==> src/rtl/dsw_pkg.sv <==
package dsw_pkg;
    localparam int ACC_W   = 40;
    localparam int MATH_W  = 32;
    localparam int GUARD_W = 4;
    localparam int WORD_W  = 16;
    localparam int N_ACC   = 2;

    // word bit positions (software and the rest of the core decode these)
    localparam int B_NEG  = 15;
    localparam int B_ZERO = 14;
    localparam int B_LOV  = 13;
    localparam int B_MOV  = 12;
    localparam int B_SLOV = 11;
    localparam int B_SMOV = 10;
    localparam int B_A1OV = 9;
    localparam int B_A1G  = 5;
    localparam int B_A0OV = 4;
    localparam int B_A0G  = 0;

    typedef struct packed {
        logic neg;
        logic zero;
        logic lov;
        logic mov;
    } res_flags_t;
endpackage

==> src/rtl/dsw_eval.sv <==
module dsw_eval
    import dsw_pkg::*;
#(
    parameter int AW = ACC_W,
    parameter int MW = MATH_W
) (
    input  logic [AW:0]  value,
    output res_flags_t   flags
);
    localparam int TOP_N = AW - MW + 1;

    logic [TOP_N-1:0] top_bits;

    always_comb begin
        top_bits   = value[AW-1:MW-1];
        flags.neg  = value[AW];
        flags.zero = ~|value;
        flags.lov  = value[AW] ^ value[AW-1];
        flags.mov  = ~((&top_bits) | (~|top_bits));
    end
endmodule

==> src/rtl/dsw_sticky.sv <==
module dsw_sticky (
    input  logic clk,
    input  logic rst_n,
    input  logic set_i,
    input  logic wr_en,
    input  logic wr_bit,
    output logic q
);
    always_ff @(posedge clk or negedge rst_n) begin
        if (!rst_n)      q <= 1'b0;
        else if (wr_en)  q <= wr_bit;
        else if (set_i)  q <= 1'b1;
    end

    // a set sticky bit survives every cycle without a write
    p_sticky_keep_r6: assert property (@(posedge clk) disable iff (!rst_n)
        (q && !wr_en) |=> q);
endmodule

==> src/rtl/dsw_acc_ovf.sv <==
module dsw_acc_ovf (
    input  logic clk,
    input  logic upd_en,
    input  logic wr_en,
    input  logic wr_bit,
    input  logic mov,
    input  logic sat,
    output logic ovf_q
);
    always_ff @(posedge clk) begin
        if (wr_en)       ovf_q <= wr_bit;
        else if (upd_en) ovf_q <= mov & ~sat;
    end

    // saturated results never mark the accumulator overflowed
    p_sat_gate_r9: assert property (@(posedge clk)
        (upd_en && !wr_en && sat) |=> !ovf_q);
endmodule

==> src/rtl/dau_status_word.sv <==
module dau_status_word
    import dsw_pkg::*;
#(
    parameter int AW = ACC_W,
    parameter int MW = MATH_W
) (
    input  logic              clk,
    input  logic              rst_n,
    input  logic              res_valid,
    input  logic [AW:0]       res_value,
    input  logic              res_dest,
    input  logic              sat_mode,
    input  logic [GUARD_W-1:0] acc0_guard,
    input  logic [GUARD_W-1:0] acc1_guard,
    input  logic              sw_wr,
    input  logic [WORD_W-1:0] sw_wdata,
    output logic [WORD_W-1:0] sw_rdata
);
    localparam longint LIM40 = longint'(1) << (AW - 1);
    localparam longint LIM32 = longint'(1) << (MW - 1);

    res_flags_t ev;
    res_flags_t live_q;
    logic       wr_eff, upd_eff;
    logic       slov_q, smov_q;
    logic [N_ACC-1:0] aov_q;
    logic       unused_wdata;

    assign unused_wdata = ^{sw_wdata[B_A1G+GUARD_W-1:B_A1G], sw_wdata[B_A0G+GUARD_W-1:B_A0G]};

    assign wr_eff  = sw_wr & rst_n;
    assign upd_eff = res_valid & rst_n & ~sw_wr;

    dsw_eval #(.AW(AW), .MW(MW)) u_eval (
        .value (res_value),
        .flags (ev)
    );

    // live flags: no reset, frozen while reset is held
    always_ff @(posedge clk) begin
        if (wr_eff) begin
            live_q.neg  <= sw_wdata[B_NEG];
            live_q.zero <= sw_wdata[B_ZERO];
            live_q.lov  <= sw_wdata[B_LOV];
            live_q.mov  <= sw_wdata[B_MOV];
        end else if (upd_eff) begin
            live_q <= ev;
        end
    end

    dsw_sticky u_slov (
        .clk (clk), .rst_n (rst_n), .set_i (upd_eff & ev.lov),
        .wr_en (wr_eff), .wr_bit (sw_wdata[B_SLOV]), .q (slov_q)
    );
    dsw_sticky u_smov (
        .clk (clk), .rst_n (rst_n), .set_i (upd_eff & ev.mov),
        .wr_en (wr_eff), .wr_bit (sw_wdata[B_SMOV]), .q (smov_q)
    );

    for (genvar i = 0; i < N_ACC; i++) begin : g_acc
        localparam int POS = (i == 0) ? B_A0OV : B_A1OV;
        dsw_acc_ovf u_ovf (
            .clk    (clk),
            .upd_en (upd_eff & (res_dest == i[0])),
            .wr_en  (wr_eff),
            .wr_bit (sw_wdata[POS]),
            .mov    (ev.mov),
            .sat    (sat_mode),
            .ovf_q  (aov_q[i])
        );
    end

    always_comb begin
        sw_rdata         = '0;
        sw_rdata[B_NEG]  = live_q.neg;
        sw_rdata[B_ZERO] = live_q.zero;
        sw_rdata[B_LOV]  = live_q.lov;
        sw_rdata[B_MOV]  = live_q.mov;
        sw_rdata[B_SLOV] = slov_q;
        sw_rdata[B_SMOV] = smov_q;
        sw_rdata[B_A1OV] = aov_q[1];
        sw_rdata[B_A0OV] = aov_q[0];
        sw_rdata[B_A1G+GUARD_W-1:B_A1G] = acc1_guard;
        sw_rdata[B_A0G+GUARD_W-1:B_A0G] = acc0_guard;
    end

    // ---------------- assertions ----------------
    logic signed [63:0] sx41, sx40;
    assign sx41 = 64'(signed'(res_value));
    assign sx40 = 64'(signed'(res_value[AW-1:0]));

    p_neg_r2: assert property (@(posedge clk) disable iff (!rst_n)
        (res_valid && !sw_wr) |=> sw_rdata[B_NEG] == $past(sx41 < 0));
    p_zero_r3: assert property (@(posedge clk) disable iff (!rst_n)
        (res_valid && !sw_wr) |=> sw_rdata[B_ZERO] == $past(sx41 == 0));
    p_lov_r4: assert property (@(posedge clk) disable iff (!rst_n)
        (res_valid && !sw_wr) |=> sw_rdata[B_LOV] == $past(sx41 < -LIM40 || sx41 > LIM40 - 1));
    p_mov_r5: assert property (@(posedge clk) disable iff (!rst_n)
        (res_valid && !sw_wr) |=> sw_rdata[B_MOV] == $past(sx40 < -LIM32 || sx40 > LIM32 - 1));
    p_sticky_set_r6: assert property (@(posedge clk) disable iff (!rst_n)
        (res_valid && !sw_wr && (sx40 < -LIM32 || sx40 > LIM32 - 1)) |=> sw_rdata[B_SMOV]);
    p_wr_prio_r8: assert property (@(posedge clk) disable iff (!rst_n)
        sw_wr |=> (sw_rdata[15:9] == $past(sw_wdata[15:9])) && (sw_rdata[4] == $past(sw_wdata[4])));
    p_other_acc_r10: assert property (@(posedge clk) disable iff (!rst_n)
        (res_valid && !sw_wr && !res_dest) |=> $stable(sw_rdata[B_A1OV]));
    p_idle_r12: assert property (@(posedge clk) disable iff (!rst_n)
        (!res_valid && !sw_wr) |=> ($stable(sw_rdata[15:9]) && $stable(sw_rdata[4])));
endmodule

==> config.mk <==
export PLATFORM = sky130hd
export DESIGN_NAME = dau_status_word
export DESIGN_NICKNAME = d
export VERILOG_FILES = /design/src/rtl/dsw_pkg.sv /design/src/rtl/dsw_eval.sv /design/src/rtl/dsw_sticky.sv /design/src/rtl/dsw_acc_ovf.sv /design/src/rtl/dau_status_word.sv
export SDC_FILE = /design/constraint.sdc
export NUM_CORES = 1
export LEC_CHECK = 0
export BUFFER_PORTS_ARGS = -buffer_cell sky130_fd_sc_hd__buf_2
export CORE_ASPECT_RATIO = 1.75
export CORE_MARGIN = 5
export CORE_UTILIZATION = 27
export CTS_CLUSTER_SIZE = 25
export DETAILED_ROUTE_END_ITERATION = 8
export GPL_ROUTABILITY_DRIVEN = 0
export PLACE_DENSITY = 0.75
export SETUP_SLACK_MARGIN = 0.05
export SLEW_MARGIN = 40
export SYNTH_ARGS = -nofsm -noshare
export SYNTH_HDL_FRONTEND = slang
export SYNTH_HIERARCHICAL = 1
export SYNTH_SLANG_ARGS = --single-unit
==> constraint.sdc <==
create_clock -name clk -period 0.8 [get_ports clk]
set_input_delay 0.08 -clock clk [delete_from_list [all_inputs] [get_ports clk]]
set_output_delay 0.08 -clock clk [all_outputs]
set_load 0.02 [all_outputs]
* After elaboration in Yosys (flattened, before gate mapping)
Cells that the tools add are included.
** Storage, ports and cells
- Register bits :: 8
- Bits of input ports :: 71
- Output and inout port bits :: 16
- Word-level logic and storage cells :: 42
** Operators by class
- Muxes and demuxes :: 10
- Bitwise gates (word level) :: 14
- Reduce and logical (&&, ||, !) cells :: 10
** Operators by type and width (count)
- 41-bit OR reduction :: 1
- 2-bit nonzero test :: 5
- 9-bit AND reduction :: 1
- 9-bit OR reduction :: 1
- 1-bit AND :: 8
- 1-bit 2-to-1 mux :: 8
- 4-bit 2-to-1 mux :: 2
- 1-bit inverter :: 4
- 1-bit zero test :: 2
- 1-bit bitwise OR :: 1
- 1-bit bitwise XOR :: 1

* Longest topological paths before layout
Gate-level depths: netlist of run 1.
- Depth in word-level cells :: 7
- Mapped depth :: 6
- Mapped depth without buffers :: 6

* Hierarchy
The synthesis of run 1 kept the hierarchy.
** Modules (own cells, without submodules)
- dau_status_word :: times used 1, cells each 26, area an instance 307.8 sq um, sequential area each 120.1 sq um
- dsw_eval :: times used 1, cells each 21, area an instance 140.1 sq um, sequential area each 0.0 sq um
- dsw_acc_ovf :: times used 2, cells each 5, area an instance 55.1 sq um, sequential area each 30.0 sq um
- dsw_sticky :: times used 2, cells each 4, area an instance 37.5 sq um, sequential area each 25.0 sq um

* Worst setup path after synthesis of run 1
OpenSTA, ideal clock, no wires.
- Kind :: input-to-reg
- Start point :: in res_value[34]
- End point :: reg live_q, in the netlist sw_rdata[12] (data pin)
- Library setup time :: 0.260 ns
- Arrival time :: 0.840 ns
- Data required time :: 0.540 ns
- Slack :: -0.300 ns
- Stages on the path :: 4
- Path buffers :: 0
- Cell sequence :: nor4_2 nand3_1 o31a_2 mux2_4
** RTL lines
- from (decl) :: line dau_status_word.sv:10 : input logic [AW:0] res_value,
- to (signal assigned) :: line dau_status_word.sv:47 : live_q <= ev;
- to (decl) :: line dau_status_word.sv:23 : res_flags_t live_q;

==> impl_metrics.ini, run 1 <==
[final_layout]
area_delta_synth_final_pct = 88.7
antenna-diode-count = 0
nets = 203
drive_gt1_frac = 0.718

[cts]
htreeDepth = 1
cts_tree = built
numCtsBuffers = 3
cts_root_buffer = clkbuf_8
clockBufferDepth = 2
insertion_delay_ps = 230
clk_pin_slew_ps = 40
cts_sinks = 8

[synthesis]
synth_top_area_frac = 0.285
synth_flop_cell = edfxtp_1
synth_top_area_cell = edfxtp_1
synth-seq-cells = 8
synthTopCellsByArea = edfxtp_1 (28%), buf_4 (13%), mux2_4 (9.5%), dfrtp_1 (7.9%), nor4_1 (7.9%)
syn-instance-count = 65
synth-edff-count = 6
synthesis.yosys.warnings = 6
yosysSeqAreaShare = 0.364
netlist_area_um2 = 633
ys_types = 24
synth-xor-area-share = 0.0138
synth-compound-area-share = 0.0711
synthesis.nets = 136
synth_top_family_by_area = simple AND/OR/NAND/NOR gates
synth-async-reset-ratio = 0.250
synthMuxAreaShare = 0.0949
syn_avg_cell_area_um2 = 9.74
synthAdderAreaFrac = 0
synth-simple-area-share = 0.320

[placed_design]
dp_slack_ps = -446
post-dp-hpwl_mm = 1.75
port_buffers = 62

[timing]
slew_violations = 0
hold_viol = 0
rsz0062_at_grt = yes
finClkSkew_ps = 0
worst_pin_slew_ps = 268
hold_ws_ps = 65.3
layout_min_cycle_time_ps = 985
fin_ws_ps = -185
slew_headroom = 0.820
setup_viol_count_final = 13
period_share = 1.23
fmax_ghz = 1.02

[run_status]
violations = negative setup slack
status = finished, violations left

[global_routing]
grt_pass1_wl_mm = 3.32
grt_start_max_net_pins = 11
grt_pass1_vias = 863
antenna_found_initial = 0
grtUsageTotal = 0.136
overflow = 0

[power]
finalPower_mw = 1.55
leakage_nw = 0.564
power_density_nw_per_um2 = 1300
vdd_drop_max_mv = 0.676

[floorplanning]
num_io_pins = 87
dieArea_um2 = 3450
die_x_um = 46.6
num_rows = 23
initial_core_util = 0.278
chipHeight_um = 74.1
fp.coreArea_um2 = 2270

[min_path]
hold_end = u_smov/q
min_delay_path_depth = 3
hp-start = sw_wdata[10]
hold_class = in2reg

[worst_setup_path]
slowest_stage = mux2_4
cp.arrival_ps = 960
regToRegSetupSlack_ps = 10
r2r-end = u_slov/q
path_cells = buf_6, nor4_4, nand3_1, o31a_2, mux2_4
worstPathRequired_ps = 780
cp_max_fo = 4
critPathKind = in2reg
reg2regPathDepth = 3
worstSetupStartpointType = input port
setup.worst_path.end_class = register
cp_slowest_stage_delay_ps = 260
r2r_start = u_slov/q

[detailed_routing]
num_vias = 751
ant_nets = 0
remaining_drc_errors = 0
drt-total-wl_mm = 2.12
drt_iter0_drc = 9
wl_per_cell_um = 13.6
avgViaCountPerCell = 4.81
drtPass1Iterations = 4

[job]
cap_violations = 0
[cell families (layout without fill, tap and decap cells)]
group                     count (synthesis)  count (layout)
muxes                                     4               4
and+or+nand+nor                          34              34
xor gates and xnor gates                  1               1
DFF                                       8               8
AOI/OAI and AO/OA                         6               6
buffers and inverters                    12              78
[timing repair]
| action | CTS | global route |
|---|---|---|
| setup buffers | 4 | 1 |
| pin swaps | 8 | 7 |
| endpoints found under the setup margin | 16 | 17 |
| hold endpoints to repair | 2 | 0 |
| gates resized for setup | 11 | 17 |
| hold buffers | 1 | 0 |
[registers in the layout, indices dropped and copies added, names as in the netlist]
register / count
u_smov/q: 1
sw_rdata: 4
u_slov/q: 1
g_acc.u_ovf/ovf_q: 2
[layout by cell type (no fill, tap or decap), types with 3 or more instances in the layout]
master,instances
nand2_1,5
nand4_1,3
buf_4,7
nor4_4,4
nor4_1,4
edfxtp_1,6
mux2_4,4
buf_2,51
buf_6,12
clkbuf_8,3
[stage by stage]
step | cells | cell area, um2 | utilization | TNS [ps]
after floorplan | 65 | 669 | - | -983
after global placement | 146 | 978 | 0.430 | -2440
after detailed placement | 146 | 978 | 0.430 | -2690
after CTS | 155 | 1110 | 0.490 | -782
after global routing | 156 | 1190 | 0.526 | -1270
final | 156 | 1190 | 0.526 | -721
[report_power, final]
part	switching [mW]	internal [mW]	total, mW
registers	0.0219	0.499	0.521
clock network	0.169	0.346	0.515
logic	0.214	0.303	0.517
[metal layers]
metal / vias to the layer above / part of all wire / track usage
met5: - / 0 / 0
met4: 0 / 0.052 / 0.123
met3: 13 / 0.10 / 0.0169
met2: 50 / 0.57 / 0.255
met1: 327 / 0.28 / 0.113
li1: 361 / - / -
[layout make-up]
cell class              count  area, um2
repair buffers             73        488
fillers                   199       1080
well taps                  25       31.3
clock buffers               4       45.0
flip-flops and latches      8        230
multi-input cells          45        397
inverters                   1       3.75
[worst max-delay path, delay by kind of cell]
family          cells  cell delay (ps)
simple gates        2              370
buf+inv             1              100
mux                 1              260
compound gates      1              160
[cell usage after synthesis (2+ instances only)]
cell	number
nand3_1	2
buf_4	11
nand4_1	3
and2_1	3
o21ai_2	2
dfrtp_1	2
edfxtp_1	6
nand2_1	5
nand2b_1	2
o21ai_1	2
or2_1	2
nor2_1	3
mux2_4	4
nor4_1	8
[worst max-delay path by stage]
stage,from,slack (ps),cells after the start,to
2_1_floorplan,res_value[34],-290,4,sw_rdata[12]
3_3_place_gp,res_value[34],-400,5,sw_rdata[12]
3_5_place_dp,res_value[34],-450,5,sw_rdata[12]
4_1_cts,res_value[37],-190,5,sw_rdata[12]
5_1_grt,res_value[35],-230,5,sw_rdata[12]
6_report,res_value[35],-180,5,sw_rdata[12]
Power figures use the tool's default switching activity.
==> inputs of run 2 (changes only) <==
--- a/config.mk
+++ b/config.mk
@@ -5,7 +5,7 @@
 export SDC_FILE = /design/constraint.sdc
 export NUM_CORES = 1
 export LEC_CHECK = 0
-export BUFFER_PORTS_ARGS = -buffer_cell sky130_fd_sc_hd__buf_2
+export BUFFER_PORTS_ARGS = -buffer_cell sky130_fd_sc_hd__buf_4
 export CORE_ASPECT_RATIO = 1.75
 export CORE_MARGIN = 5
 export CORE_UTILIZATION = 27
==> impl_metrics.ini, run 2 (synthesized netlist as in run 1, its figures left out) <==
[job]
cap_violations = 0

[timing]
hold_viol = 0
setup_viol_count_final = 13
rsz0062_at_grt = yes
hold_ws_ps = 61.3
period_share = 1.25
fmax_ghz = 1.00
finClkSkew_ps = 0
worst_pin_slew_ps = 262
layout_min_cycle_time_ps = 999
slew_violations = 0
slew_headroom = 0.823
fin_ws_ps = -199

[power]
vdd_drop_max_mv = 0.603
power_density_nw_per_um2 = 1250
finalPower_mw = 1.61
leakage_nw = 0.585

[global_routing]
grt_pass1_wl_mm = 3.35
grtUsageTotal = 0.135
grt_pass1_vias = 836
overflow = 0
grt_start_max_net_pins = 11
antenna_found_initial = 0

[worst_setup_path]
r2r_start = u_smov/q
worstPathRequired_ps = 770
cp_top_family = simple AND/OR/NAND/NOR gates
cp.arrival_ps = 970
setup.worst_path.end_class = register
path_buf_inv = 1
regToRegSetupSlack_ps = 20
critPathKind = in2reg
cp_max_fo = 4
worstSetupStartpointType = input port
reg2regPathDepth = 3
slowest_stage = mux2_4
path_cells = buf_6, nor4_4, nand3_1, o31a_2, mux2_4
cp_slowest_stage_delay_ps = 270
r2r-end = u_smov/q

[floorplanning]
num_io_pins = 87
chipHeight_um = 74.1
initial_core_util = 0.278
die_x_um = 46.6
num_rows = 23
dieArea_um2 = 3450
fp.coreArea_um2 = 2270

[final_layout]
fin_util = 0.566
final_cells = 152
nFillCells = 213
final_cell_mix = buf_4 (52), buf_6 (15), edfxtp_1 (6)
area_delta_synth_final_pct = 103
nets = 199
largest_register_ffs = 4
drive_gt1_frac = 0.717
layout_commonest_cell = buf_4
antenna-diode-count = 0

[run_status]
violations = negative setup slack
status = finished, violations left

[placed_design]
dpl.cell_count = 145
dp_slack_ps = -464
post-dp-hpwl_mm = 1.93
port_buffers = 62

[detailed_routing]
drtPass1Iterations = 2
avgViaCountPerCell = 4.95
drt_iter0_drc = 16
drt-total-wl_mm = 2.24
ant_nets = 0
remaining_drc_errors = 0
wl_per_cell_um = 14.7
num_vias = 752

[cts]
htreeDepth = 1
clk_pin_slew_ps = 40
insertion_delay_ps = 230
cts_sinks = 8
cts_root_buffer = clkbuf_8
clockBufferDepth = 2
numCtsBuffers = 3
cts_tree = built

[min_path]
min_delay_path_depth = 3
hold_end = u_slov/q
hold_class = in2reg
hp-start = sw_wdata[11]
run 2: per-stage QoR:
step / TNS (ps) / instance area, um2
after floorplan: -983 / 669
after global placement: -2440 / 1110
after detailed placement: -2710 / 1110
after CTS: -771 / 1240
after global routing: -1130 / 1290
final: -688 / 1290
run 2: routing by layer:
layer  global-route usage  vias to the layer above  routed length (um)
li1                     -                      354                   -
met1               0.0923                      337                 569
met2                0.271                       48                1330
met3               0.0315                       13                 221
met4                0.104                        0                 117
met5                    0                        -                   0
run 2: final cells by class:
cell class	instances	area (um2)	area share
Clock buffer	4	45.0	0.0350
Tap cell	25	31.3	0.0243
Inverter	1	3.75	0.00292
Sequential cell	8	230	0.179
Timing Repair Buffer	69	584	0.454
Multi-Input combinational cell	45	393	0.305
run 2: power by group:
part           switching [mW]  total (mW)  internal [mW]
Clock                   0.160       0.505          0.345
Combinational           0.216       0.580          0.364
Sequential             0.0229       0.523          0.500
run 2: worst min-delay path: stages:
cell and delay (ps):
buf_4 80, nand2_1 50, o21ai_2 50
run 2: repair_timing:
item,in CTS,in global routing
setup buffers,3,0
hold buffers,1,0
resized for setup,14,11
pin swaps,8,7
hold endpoints to repair,2,0
endpoints found under the setup margin,16,17
run 2: worst max path at each step:
stage | from | to | slack, ps | cells past startpoint
final | res_value[34] | sw_rdata[12] | -200 | 5
after global routing | res_value[34] | sw_rdata[12] | -230 | 5
after CTS | res_value[37] | sw_rdata[12] | -190 | 5
after detailed placement | res_value[34] | sw_rdata[12] | -460 | 5
after global placement | res_value[34] | sw_rdata[12] | -410 | 5
after floorplan | res_value[34] | sw_rdata[12] | -290 | 4
